## config.mk

```make
export PLATFORM = sky130hd
export DESIGN_NAME = uart_irq_ctrl
export DESIGN_NICKNAME = d
export VERILOG_FILES = /design/src/rtl/uart_irq_pkg.sv /design/src/rtl/irq_mask_reg.sv /design/src/rtl/irq_status_reg.sv /design/src/rtl/live_status_reg.sv /design/src/rtl/uart_irq_ctrl.sv
export SDC_FILE = /design/constraint.sdc
export NUM_CORES = 1
export LEC_CHECK = 0
export ABC_AREA = 1
export BUFFER_PORTS_ARGS = -buffer_cell sky130_fd_sc_hd__buf_2
export CAP_MARGIN = 20
export CORE_ASPECT_RATIO = 0.6
export CORE_MARGIN = 1
export CORE_UTILIZATION = 48
export DETAILED_ROUTE_END_ITERATION = 8
export PLACE_DENSITY = 0.77
export SLEW_MARGIN = 20
export SYNTH_ARGS = -nofsm -noshare
export SYNTH_HDL_FRONTEND = slang
export SYNTH_SLANG_ARGS = --single-unit
```

## constraint.sdc

```tcl
create_clock -name clk -period 1.5 [get_ports clk]
set_input_delay 0.45 -clock clk [delete_from_list [all_inputs] [get_ports clk]]
set_output_delay 0.45 -clock clk [all_outputs]
set_load 0.1 [all_outputs]
```

## src/rtl/uart_irq_pkg.sv

```systemverilog
// Package: shared widths, register offsets and source indices for the
// UART interrupt mask and status unit.
package uart_irq_pkg;
    localparam int DATA_W    = 32;
    localparam int ADDR_W    = 8;
    localparam int NSRC      = 13;   // interrupt sources
    localparam int SHARED_LO = 10;   // low live bits that mirror the irq layout
    localparam int LIVE_W    = SHARED_LO + 5;

    // Register byte offsets
    localparam int OFS_MASK_SET = 'h08;
    localparam int OFS_MASK_CLR = 'h0C;
    localparam int OFS_MASK     = 'h10;
    localparam int OFS_STAT     = 'h14;
    localparam int OFS_LIVE     = 'h2C;

    // Interrupt source positions (order is visible to software)
    typedef enum int {
        SRC_RX_TRIG   = 0,
        SRC_RX_EMPTY  = 1,
        SRC_RX_FULL   = 2,
        SRC_TX_EMPTY  = 3,
        SRC_TX_FULL   = 4,
        SRC_RX_OVR    = 5,
        SRC_FRAMING   = 6,
        SRC_PARITY    = 7,
        SRC_TIMEOUT   = 8,
        SRC_MODEM     = 9,
        SRC_TX_TRIG   = 10,
        SRC_TX_NFULL  = 11,
        SRC_TX_OVR    = 12
    } irq_src_e;
endpackage

```

## src/rtl/irq_mask_reg.sv

```systemverilog
// Interrupt mask held behind set-only and clear-only write ports.
// Assumes set_en and clr_en are never high together (distinct offsets).
module irq_mask_reg #(
    parameter int N = 13
) (
    input  logic         clk,
    input  logic         rst_n,
    input  logic         set_en,
    input  logic         clr_en,
    input  logic [N-1:0] wdata,
    output logic [N-1:0] mask_q
);
    // Mask update: OR on set writes, AND-NOT on clear writes
    always_ff @(posedge clk) begin
        if (!rst_n) begin
            mask_q <= '0;
        end else if (set_en) begin
            mask_q <= mask_q | wdata;
        end else if (clr_en) begin
            mask_q <= mask_q & ~wdata;
        end
    end
endmodule

```

## src/rtl/irq_status_reg.sv

```systemverilog
// Sticky interrupt status. An event pulse sets a bit and a write-one clear
// resets it. When both hit one bit in the same cycle, the event wins.
// Assumes evt is a single-cycle pulse per occurrence.
module irq_status_reg #(
    parameter int N = 13
) (
    input  logic         clk,
    input  logic         rst_n,
    input  logic         clr_en,
    input  logic [N-1:0] wdata,
    input  logic [N-1:0] evt,
    output logic [N-1:0] stat_q
);
    for (genvar i = 0; i < N; i++) begin : g_bit
        // Per-bit sticky flag with set priority
        always_ff @(posedge clk) begin
            if (!rst_n) begin
                stat_q[i] <= 1'b0;
            end else if (evt[i]) begin
                stat_q[i] <= 1'b1;
            end else if (clr_en && wdata[i]) begin
                stat_q[i] <= 1'b0;
            end
        end
    end
endmodule

```

## src/rtl/live_status_reg.sv

```systemverilog
// Registered live channel status word. The low bits mirror the condition
// levels. The upper bits carry activity flags and the two transmit
// conditions at moved positions. Assumes the fixed layout from uart_irq_pkg.
module live_status_reg
    import uart_irq_pkg::*;
(
    input  logic              clk,
    input  logic              rst_n,
    input  logic [NSRC-1:0]   cond_lvl,
    input  logic              rx_active,
    input  logic              tx_active,
    input  logic              flow_delay,
    output logic [LIVE_W-1:0] live_q
);
    logic [LIVE_W-1:0] live_d;
    logic              unused_ovr;

    assign unused_ovr = cond_lvl[SRC_TX_OVR];

    for (genvar i = 0; i < SHARED_LO; i++) begin : g_low
        assign live_d[i] = cond_lvl[i];
    end
    assign live_d[SHARED_LO]     = rx_active;
    assign live_d[SHARED_LO + 1] = tx_active;
    assign live_d[SHARED_LO + 2] = flow_delay;
    assign live_d[SHARED_LO + 3] = cond_lvl[SRC_TX_TRIG];
    assign live_d[SHARED_LO + 4] = cond_lvl[SRC_TX_NFULL];

    // Capture the assembled word once per cycle
    always_ff @(posedge clk) begin
        if (!rst_n) live_q <= '0;
        else        live_q <= live_d;
    end
endmodule

```

## src/rtl/uart_irq_ctrl.sv

```systemverilog
// Top of the UART interrupt mask and status unit. It decodes the register
// port, holds the mask, the sticky status and the live word, returns read
// data one cycle after bus_rd, and drives the level interrupt.
// Assumes a single access per cycle and byte offsets on bus_addr.
module uart_irq_ctrl
    import uart_irq_pkg::*;
(
    input  logic              clk,
    input  logic              rst_n,
    input  logic [ADDR_W-1:0] bus_addr,
    input  logic              bus_wr,
    input  logic              bus_rd,
    input  logic [DATA_W-1:0] bus_wdata,
    output logic [DATA_W-1:0] bus_rdata,
    input  logic [NSRC-1:0]   evt_pulse,
    input  logic [NSRC-1:0]   cond_lvl,
    input  logic              rx_active,
    input  logic              tx_active,
    input  logic              flow_delay,
    output logic              irq
);
    logic [NSRC-1:0]   mask_q;
    logic [NSRC-1:0]   stat_q;
    logic [LIVE_W-1:0] live_q;
    logic [DATA_W-1:0] rd_mux;
    logic              hit_set, hit_clr, hit_stat;
    logic              unused_hi;

    assign unused_hi = ^bus_wdata[DATA_W-1:NSRC];

    assign hit_set  = bus_wr && (bus_addr == ADDR_W'(OFS_MASK_SET));
    assign hit_clr  = bus_wr && (bus_addr == ADDR_W'(OFS_MASK_CLR));
    assign hit_stat = bus_wr && (bus_addr == ADDR_W'(OFS_STAT));

    irq_mask_reg #(.N(NSRC)) u_mask (
        .clk    (clk),
        .rst_n  (rst_n),
        .set_en (hit_set),
        .clr_en (hit_clr),
        .wdata  (bus_wdata[NSRC-1:0]),
        .mask_q (mask_q)
    );

    irq_status_reg #(.N(NSRC)) u_stat (
        .clk    (clk),
        .rst_n  (rst_n),
        .clr_en (hit_stat),
        .wdata  (bus_wdata[NSRC-1:0]),
        .evt    (evt_pulse),
        .stat_q (stat_q)
    );

    live_status_reg u_live (
        .clk        (clk),
        .rst_n      (rst_n),
        .cond_lvl   (cond_lvl),
        .rx_active  (rx_active),
        .tx_active  (tx_active),
        .flow_delay (flow_delay),
        .live_q     (live_q)
    );

    // Read selection by offset; unmapped and write-only offsets give zero
    always_comb begin
        rd_mux = '0;
        if (bus_addr == ADDR_W'(OFS_MASK))      rd_mux[NSRC-1:0]   = mask_q;
        else if (bus_addr == ADDR_W'(OFS_STAT)) rd_mux[NSRC-1:0]   = stat_q;
        else if (bus_addr == ADDR_W'(OFS_LIVE)) rd_mux[LIVE_W-1:0] = live_q;
    end

    // Read data register, loaded only on a read strobe
    always_ff @(posedge clk) begin
        if (!rst_n)      bus_rdata <= '0;
        else if (bus_rd) bus_rdata <= rd_mux;
    end

    // Level interrupt from enabled pending sources
    assign irq = |(mask_q & stat_q);
endmodule

```

==> impl_results.md, run 1 <==
* Arrival time at the worst endpoint at 1380 ps
* GR Overflow Total at 0
* Top FF cell, synth: dfxtp_1
* Bufs and invs on worst path at 1
* Hold Path Class: input port to register
* Placed wire-length estimate at between 4000 and 5000 um
* Delay-heaviest family, CP: flip-flops
* Syn Inst Count at roughly 360
* Vias in the first global route at 2405
* Worst Slack Setup Final at -329 ps
* Root Buffer: clkbuf_8
* WL/cell at between 10 and 15 um
* Fmax at 0.547 GHz
* Clk_lat worst skew at around 300 ps
* Clock-pin slew on the worst setup and hold paths at about 100 ps
* Initial antenna violation count at 0
* Die Y at 59.2 um
* Area Growth Syn to Fin at 35.6%
* Yosys warns at 0
* Die area at 0.00576 mm2
* Failing checks: negative setup slack
* Fraction of registers with async set/reset at 0%
* Proportion of layout cells with a drive suffix above 1 at 35.1%
* Least-Margin Pin Slew at between 500 and 600 ps
* CTS buffer count at 5
* RSZ-0062 raised after global routing: true
* First-pass GRT wire length at roughly 11000 um
* Design area at 0.00355 mm2
* N_diodes at 0
* Fillers at between 400 and 500
* GP Congestion at approximately 0.84
* Hold slack final at between 300 and 400 ps
* Post-layout util at between 60% and 70%
* Gr usage total at between 20% and 30%
* DR pass1 iterations at 4
* Placed Area at approximately 0.0034 mm2
* Post-CTS Hold Fix Bufs at 0
* P per Cell Area at just over 900 mW/mm2
* Max FO, Critical Path at 2
* Mean post-synth cell area at ~7.3 um2
* Post-synth EDFFs at 0
* Post-synthesis register bit count at between 50 and 60
* Port Buf Inserts at 68
* Most frequent cell after synthesis: nand2_1
* Slew Viols, Final at 0
* Endpoint class of the critical path: primary output
* Initial Utilization at 50.8%
* Max VDD drop at ~0.53 mV
* Initial DRC Count at 113
* Leading area contributor after synthesis: dfxtp_1
* Top cell type's share of synthesized area at between 40% and 50%
* Vias/cell at 4.88
* Final Power at roughly 0.0033 W
* CTS tree: done
* Total wire length at about 6500 um
* Setup repair bufs after CTS at 0
* Slew headroom at between 60% and 70%
* Setup TNS at -329 ps
* Pin count of the biggest net entering global routing at 27
* Vias at ~2500
* Placement Rows at 20
* Core box area at approximately 0.0052 mm2
* Kind of critical path: register to primary output
* H-Tree Level Count at 2
* CP max stage delay at roughly 330 ps
* Layout Skew at between 4 and 5 ps
* Clock Tree Buf Depth at 2
* Num Clock Sinks at 56
* Final setup fails at 1
* Slowest CP cell: dfxtp_2
* Drt drc at 0
* Sequential share of the synthesized area at a little over two fifths
* Final nets at roughly 530
* Synth area leaders: dfxtp_1, nand2_1, nor2_1
* MaxCap Viol Count at 0
* Tmin final at between 1500 and 2000 ps
* Cell Chain, Critical Path: nand2_1, nand2_2, a221oi_2, nand4_1, buf_8
* Tcrit/Tclk final at 122%
* Synth top cells by count: nand2_1, dfxtp_1, nor2_1, inv_1, o21ai_0
* Outcome: complete, but fails checks
* Leak at 1.70 nW
* Mapped cell area at approximately 0.0026 mm2
* I/O pin cnt at 106
* Antenna-violating nets left at 0
* Critical path launch point type: register
* Fin. Hold Viols at 0
* Req. time, crit path at ~1100 ps
* Count of cell types in the netlist at 24
* Chip width at around 100 um
power by group:
part           switching, W  total [W]  leakage [nW]  internal, W
registers         0.0000400    0.00159         0.464      0.00155
clock network      0.000472   0.000969        0.0552     0.000496
logic              0.000486   0.000692          1.18     0.000207
total              0.000998    0.00325          1.70      0.00225
layout by cell type (no fill, tap or decap), drive strengths merged:
master and count:
bufinv 1, clkbuf 6, nand2 86, conb 17, dfxtp 56, inv 40
nand4 2, nor3 2, clkinv 3, a21oi 38, nand3 26, a221oi 3
buf 104, nor2 43, o21ai 29
cell families after synthesis:
| group | Yosys count | synth area share (%) |
|---|---|---|
| buf+inv | 72 | 14.1 |
| flops | 56 | 42.8 |
| simple gates | 159 | 27.1 |
| other cells | 1 | 0.143 |
| compound gates | 70 | 15.8 |
per-stage QoR:
step	setup slack [ps]	cells
2_1_floorplan	-450	374
3_3_place_gp	-65.3	514
3_5_place_dp	-135	514
4_1_cts	-320	522
5_1_grt	-363	522
6_report	-329	522
routing by layer:
metal  GRT usage [%]  vias up  routed length, um
met5               0        -                  0
met4            5.04        0                 61
met3            4.83        9                462
met2            41.6       91               3080
met1            29.9     1161               2870
li1                -     1287                  -
worst reg2reg max path: stages, from the launching register on:
cell and delay, ps:
dfxtp_2 350, buf_4 110, nand3_1 70, nand3_1 100
nand2_1 50, a21oi_1 120
what timing repair did:
| action | 4_1_cts | 5_1_grt |
|---|---|---|
| pin swaps | 2 | 1 |
| resized for setup | 6 | 3 |
| endpoints found under the setup margin | 1 | 1 |
layout make-up:
type | instances | area, um2 | area share [%]
multi-input combinational | 246 | 1210 | 34.2
sequential | 56 | 1130 | 31.8
timing repair buffer | 104 | 858 | 24.2
inverter | 42 | 158 | 4.44
tap | 66 | 82.6 | 2.33
clock buffer | 6 | 72.6 | 2.04
clock inverter | 2 | 35.0 | 0.987
worst paths after layout:
path                      endpoint  depth (start not counted)  slack, ps         startpoint
setup / recovery               irq                          5       -330           register
hold / removal    u_live.live_q[4]                          3        330        cond_lvl[4]
setup reg to reg      bus_rdata[2]                          5        630           register
hold reg to reg      bus_rdata[13]                          2        450  u_live.live_q[13]
Power figures use the tool's default switching activity.
==> run 2, diff against run 1 <==
- CTS_CLUSTER_SIZE: unset -> 25
- PLACE_DENSITY: 0.77 -> 0.78
==> run 2 against run 1 <==
Setup slack improved by 19 ps; non-clock buffer count fell by 1; first-iteration DRC count fell by 34%; highest routed layer unchanged; critical endpoint unchanged; the flow still finishes with violations (negative setup slack); total power fell by 4.2%; critical path depth did not move; clock power fell by 14%; sequential share of layout area rose by 0.23 points; maximum frequency rose by 1.0%.
==> impl_results.md, run 2 (synthesized netlist as in run 1, its figures left out) <==
* FF-to-FF path depth at 5 (unchanged)
* Clk_lat worst skew at 320 ps (was 300 ps)
* P per Cell Area at 884 mW/mm2 (was 916 mW/mm2)
* Most frequent cells in the layout: nand2_1, buf_2, dfxtp_1, nor2_1, inv_1 (unchanged)
* Vias in the first global route at 2375 (was 2405)
* Pin count of the biggest net entering global routing at 21 (was 27)
* Vias at 2583 (was 2548)
* Critical path launch point type: register (unchanged)
* Setup repair bufs after CTS at 0 (unchanged)
* Cell Chain, Critical Path: nand2_2, nand2_2, a221oi_2, nand4_1, buf_8 (was nand2_1, nand2_2, a221oi_2, nand4_1, buf_8)
* Die Y at 59.2 um (unchanged)
* Layout Skew at 6.57 ps (was 4.36 ps)
* Gr usage total at 23.8% (was 23.3%)
* CP Launch Point: u_stat.stat_q[9]
* Worst Slack Setup Final at -310 ps (was -329 ps)
* Endpoint class of the critical path: primary output (unchanged)
* Max FO, Critical Path at 2 (unchanged)
* Final setup fails at 1 (unchanged)
* R2r endpoint: bus_rdata[2] (unchanged)
* GP Congestion at 0.821 (was 0.839)
* Req. time, crit path at 1050 ps (about the same)
* First-pass GRT wire length at 10600 um (was 10700 um)
* Initial Utilization at 50.8% (unchanged)
* MaxCap Viol Count at 0 (unchanged)
* Antenna-violating nets left at 0 (unchanged)
* Slowest CP cell: dfxtp_2 (unchanged)
* Tcrit/Tclk final at 121% (was 122%)
* H-Tree Level Count at 2 (unchanged)
* Arrival time at the worst endpoint at 1360 ps (was 1380 ps)
* CP max stage delay at 340 ps (was 330 ps)
* Hold Path Class: input port to register (unchanged)
* Leak at 1.68 nW (was 1.70 nW)
* CTS buffer count at 5 (unchanged)
* I/O pin cnt at 106 (unchanged)
* Slew Viols, Final at 0 (unchanged)
* Clock-pin slew on the worst setup and hold paths at 100 ps (about the same)
* Least-Margin Pin Slew at 539 ps (was 545 ps)
* Proportion of layout cells with a drive suffix above 1 at 35.2% (was 35.1%)
* Initial DRC Count at 75 (was 113)
* Fillers at 439 (was 457)
* Min-delay src: cond_lvl[10] (was cond_lvl[4])
* Core box area at 0.00515 mm2 (unchanged)
* Fmax at 0.552 GHz (was 0.547 GHz)
* Placed wire-length estimate at 5040 um (was 4950 um)
* Initial antenna violation count at 0 (unchanged)
* Chip width at 97.4 um (unchanged)
* WL/cell at 12.6 um (was 12.4 um)
* Num Clock Sinks at 56 (unchanged)
* Seq. cell area at 0.00113 mm2 (unchanged)
* Max VDD drop at 0.427 mV (was 0.530 mV)
* RSZ-0062 raised after global routing: true (unchanged)
* Port Buf Inserts at 68 (unchanged)
* Final nets at 527 (was 528)
* Drt drc at 0 (unchanged)
* Area Growth Syn to Fin at 34.6% (was 35.6%)
* Root Buffer: clkbuf_8 (unchanged)
* Post-CTS Hold Fix Bufs at 0 (unchanged)
* Bufs and invs on worst path at 1 (unchanged)
* Fin. Hold Viols at 0 (unchanged)
* CTS tree: done (unchanged)
* N_diodes at 0 (unchanged)
* Tmin final at 1810 ps (was 1830 ps)
* Vias/cell at 4.96 (was 4.88)
* DR pass1 iterations at 4 (unchanged)
* Setup TNS at -310 ps (was -329 ps)
* Hold path depth at 3 (unchanged)
* Total wire length at 6540 um (was 6480 um)
* Kind of critical path: register to primary output (unchanged)
* Internal reg-to-reg setup slack at 590 ps (was 630 ps)
* Failing checks: negative setup slack (unchanged)
* Clock Tree Buf Depth at 2 (unchanged)
* Placement Rows at 20 (unchanged)
* Slew headroom at 64.1% (was 63.6%)
* GR Overflow Total at 0 (unchanged)
* Die area at 0.00576 mm2 (unchanged)
* Most common cell after layout, fill and taps aside: nand2_1 (unchanged)
* Delay-heaviest family, CP: flip-flops (unchanged)
* Outcome: complete, but fails checks (unchanged)
* Multi-input logic area at 0.00122 mm2 (was 0.00121 mm2)
* Endpoint, Worst Hold: u_live.live_q[13] (was u_live.live_q[4])
* Post-Place Worst Slack at -136 ps (was -135 ps)
* Most frequent CP cell: nand2_2
[run 2: per-layer routing]
| metal | wire length [um] | track usage, % | vias up |
|---|---|---|---|
| li1 | - | - | 1289 |
| met1 | 3010 | 30.5 | 1201 |
| met2 | 3080 | 40.5 | 82 |
| met3 | 350 | 5.07 | 11 |
| met4 | 92 | 8.82 | 0 |
| met5 | 0 | 0 | - |
[run 2: worst register-to-register path: cells and delay by family (launching register included)]
family / cells / cell delay [ps]
buffers and inverters: 1 / 120
AOI/OAI and AO/OA: 1 / 120
DFF: 1 / 350
and+or+nand+nor: 3 / 260
[run 2: how the worst max path moves through the flow]
stage | depth (start not counted) | slack (ps) | endpoint
6_report | 5 | -310 | irq
5_1_grt | 5 | -380 | irq
4_1_cts | 5 | -320 | irq
3_5_place_dp | 10 | -140 | bus_rdata[11]
3_3_place_gp | 10 | -60 | bus_rdata[0]
2_1_floorplan | 4 | -450 | irq
[run 2: repair_timing]
action / 4_1_cts / 5_1_grt
gates resized for setup: 2 / 9
setup endpoints to repair: 1 / 2
pin swaps: 0 / 1
[run 2: power by group]
group	switching, W	leakage, nW	internal [W]	total, W
combinational	0.000485	1.18	0.000206	0.000691
clock	0.000496	0.0424	0.000335	0.000831
sequential	0.0000418	0.464	0.00155	0.00159
[run 2: cell type report]
cell class / instances / share of cell area, %
Clock buffer: 7 / 2.16
Sequential cell: 56 / 32.0
Tap cell: 66 / 2.34
Clock inverter: 1 / 0.248
Inverter: 42 / 4.47
Multi-Input combinational cell: 246 / 34.6
Timing Repair Buffer: 103 / 24.1
[run 2: stage by stage]
stage | power [W] | std cells | hold WS [ps] | utilization [%] | cell area, um2
after floorplan | 0.00210 | 374 | 423 | - | 2700
after global placement | 0.00230 | 513 | 428 | 66.2 | 3410
after detailed placement | 0.00231 | 513 | 440 | 66.2 | 3410
after CTS | 0.00313 | 521 | 297 | 68.0 | 3510
after global routing | 0.00324 | 521 | 297 | 68.4 | 3530
final | 0.00312 | 521 | 303 | 68.4 | 3530
==> run 3, diff against run 2 <==
- TNS_END_PERCENT: unset -> 30
- clock period: 1.5 -> 2 ns (I/O delays scaled with it)
==> run 3 against run 2 <==
The run now ends clean; die area did not move; combinational power fell by 36%; clock power fell by 16%; non-clock buffer count fell by 22; critical endpoint unchanged.
==> impl_results.md, run 3 (synthesized netlist as in run 1, its figures left out) <==
* Outcome: finished, final reports clean (was complete, but fails checks)
* Max FO, Critical Path at 3 (was 2)
* Fmax at a little over 0.5 GHz
* Critical path launch point type: register (unchanged)
* Core box area at 0.00515 mm2 (unchanged)
* Post-layout util at 61.0% (was 68.4%)
* Chip width at 97.4 um (unchanged)
* Endpoint, Worst Hold: bus_rdata[13] (was u_live.live_q[13])
* Initial DRC Count at 146 (was 75)
* Placement Rows at 20 (unchanged)
* Slew headroom at 65.1% (was 64.1%)
* WL/cell at 12.4 um (was 12.6 um)
* Die Y at 59.2 um (unchanged)
* Slew Viols, Final at 0 (unchanged)
* Tcrit/Tclk final at a little over nine tenths
* Area Growth Syn to Fin at 20.2% (was 34.6%)
* Final nets at 505 (was 527)
* Met1 usage at 28.5% (was 30.5%)
* CP max stage delay at 350 ps (was 340 ps)
* Port Buf Inserts at 68 (unchanged)
* DR pass1 iterations at 4 (unchanged)
* Most common cell after layout, fill and taps aside: buf_2 (was nand2_1)
* Min-delay src: u_live.live_q[13] (was cond_lvl[10])
* Met3 Use GR at 4.60% (was 5.07%)
* Kind of critical path: register to primary output (unchanged)
* Gr usage total at 21.5% (was 23.8%)
* Vias/cell at 4.92 (was 4.96)
* Tmin final at between 1500 and 2000 ps
* Arrival time at the worst endpoint at 1380 ps (was 1360 ps)
* Antenna-violating nets left at 0 (unchanged)
* Cell Chain, Critical Path: nand2_1, nand2_1, a221oi_2, nand4_1, buf_8 (was nand2_2, nand2_2, a221oi_2, nand4_1, buf_8)
* Initial antenna violation count at 0 (unchanged)
* Layout Skew at 3.88 ps (was 6.57 ps)
* N_diodes at 0 (unchanged)
* Internal reg-to-reg setup slack at 1100 ps (was 590 ps)
* Most crowded layer after global routing: met2 (unchanged)
* Most frequent cells in the layout: buf_2, nand2_1, dfxtp_1, nor2_1, inv_1 (was nand2_1, buf_2, dfxtp_1, nor2_1, inv_1)
* Max VDD drop at 0.383 mV (was 0.427 mV)
* Vias at 2446 (was 2583)
* P per Cell Area at 744 mW/mm2 (was 884 mW/mm2)
* Hold path depth at 2 (was 3)
* Worst Slack Setup Final at 20.3 ps (was -310 ps)
* MaxCap Viol Count at 0 (unchanged)
* Least-Margin Pin Slew at 523 ps (was 539 ps)
* Hold Path Class: register to register (was input port to register)
* R2r endpoint: bus_rdata[2] (unchanged)
* I/O pin cnt at 106 (unchanged)
* Clock Tree Buf Depth at 2 (unchanged)
* Clock-pin slew on the worst setup and hold paths at 90 ps (was 100 ps)
* Delay-heaviest family, CP: flip-flops (unchanged)
* Num Clock Sinks at 56 (unchanged)
* First-pass GRT wire length at 9760 um (was 10600 um)
* Post-Place Cells at 485 (was 513)
* Die area at 0.00576 mm2 (unchanged)
* Clk_lat worst skew at 300 ps (was 320 ps)
* H-Tree Level Count at 2 (unchanged)
* Fin. Hold Viols at 0 (unchanged)
* Req. time, crit path at 1400 ps (was 1050 ps)
* GR Overflow Total at 0 (unchanged)
* FF-to-FF path depth at 5 (unchanged)
* Proportion of layout cells with a drive suffix above 1 at 32.5% (was 35.2%)
* Total wire length at 6170 um (was 6540 um)
* Drt drc at 0 (unchanged)
* Placed wire-length estimate at 4670 um (was 5040 um)
* CTS tree: done (unchanged)
* CTS buffer count at 5 (unchanged)
* Met2 usage at 36.3% (was 40.5%)
* Most frequent CP cell: nand2_1 (was nand2_2)
* Pin count of the biggest net entering global routing at 27 (was 21)
* Slowest CP cell: dfxtp_2 (unchanged)
* Final setup fails at 0 (was 1)
* Setup TNS at 0 ps (was -310 ps)
* Hold slack final at 451 ps (was 303 ps)
* Leak at 1.54 nW (was 1.68 nW)
* Endpoint class of the critical path: primary output (unchanged)
* Root Buffer: clkbuf_8 (unchanged)
* Initial Utilization at 50.8% (unchanged)
* Vias in the first global route at 2178 (was 2375)
* Finished Layout Cells at 497 (was 521)
* Post-Place Worst Slack at 142 ps (was -136 ps)
* GP Congestion at 0.840 (was 0.821)
* Bufs and invs on worst path at 1 (unchanged)
* RSZ-0062 raised after global routing: true (unchanged)
## run 3: cell types whose count changed in the layout (fill, tap and decap cells not counted), sizes merged
cell    change
bufinv      +1
buf        -22
clkbuf      -2
clkinv      -1
## run 3: stage by stage
stage          area, um2  power, W
2_1_floorplan       2700   0.00157
3_3_place_gp        2970   0.00165
3_5_place_dp        2970   0.00165
4_1_cts             3070   0.00234
5_1_grt             3150   0.00243
6_report            3150   0.00234
## run 3: layer usage
metal,part of all wire [%],up-vias
met5,0,-
li1,-,1242
met2,47,71
met3,5.7,7
met1,46,1126
met4,0.68,0
## run 3: power by group
group | switching, W | leakage, nW | internal (W) | total (W)
registers | 0.0000324 | 0.465 | 0.00116 | 0.00120
clock network | 0.000342 | 0.0501 | 0.000360 | 0.000702
logic | 0.000348 | 1.03 | 0.0000961 | 0.000444
total | 0.000722 | 1.54 | 0.00162 | 0.00234
## run 3: timing repair
| action | 4_1_cts | 5_1_grt |
|---|---|---|
| gates resized for setup | 2 | 13 |
| setup buffers | 0 | 6 |
| pin swaps | 0 | 2 |
| hold endpoints to repair | 0 | 0 |
| hold buffers | 0 | 0 |
| setup endpoints to repair | 1 | 1 |
## run 3: worst reg2reg max path, stage by stage, from the launching register on
cell	delay [ps]
dfxtp_2	380
buf_4	120
nand3_1	70
nand3_1	100
nand2_1	50
a21oi_1	110
## run 3: worst max-delay path by stage
stage	depth (start not counted)	endpoint	startpoint
6_report	5	irq	u_stat.stat_q[6]
5_1_grt	5	irq	register
4_1_cts	5	irq	register
3_5_place_dp	9	u_stat.stat_q[10]	bus_addr[3]
3_3_place_gp	9	u_stat.stat_q[10]	bus_addr[3]
2_1_floorplan	4	irq	u_stat.stat_q[3]
## run 3: area by class of cell
type	count	area [um2]
fillers	478	2010
multi-input cells	246	1220
flip-flops and latches	56	1130
repair buffers	81	448
inverters	42	158
well taps	66	82.6
clock buffers	5	68.8
clock inverters	1	30.0
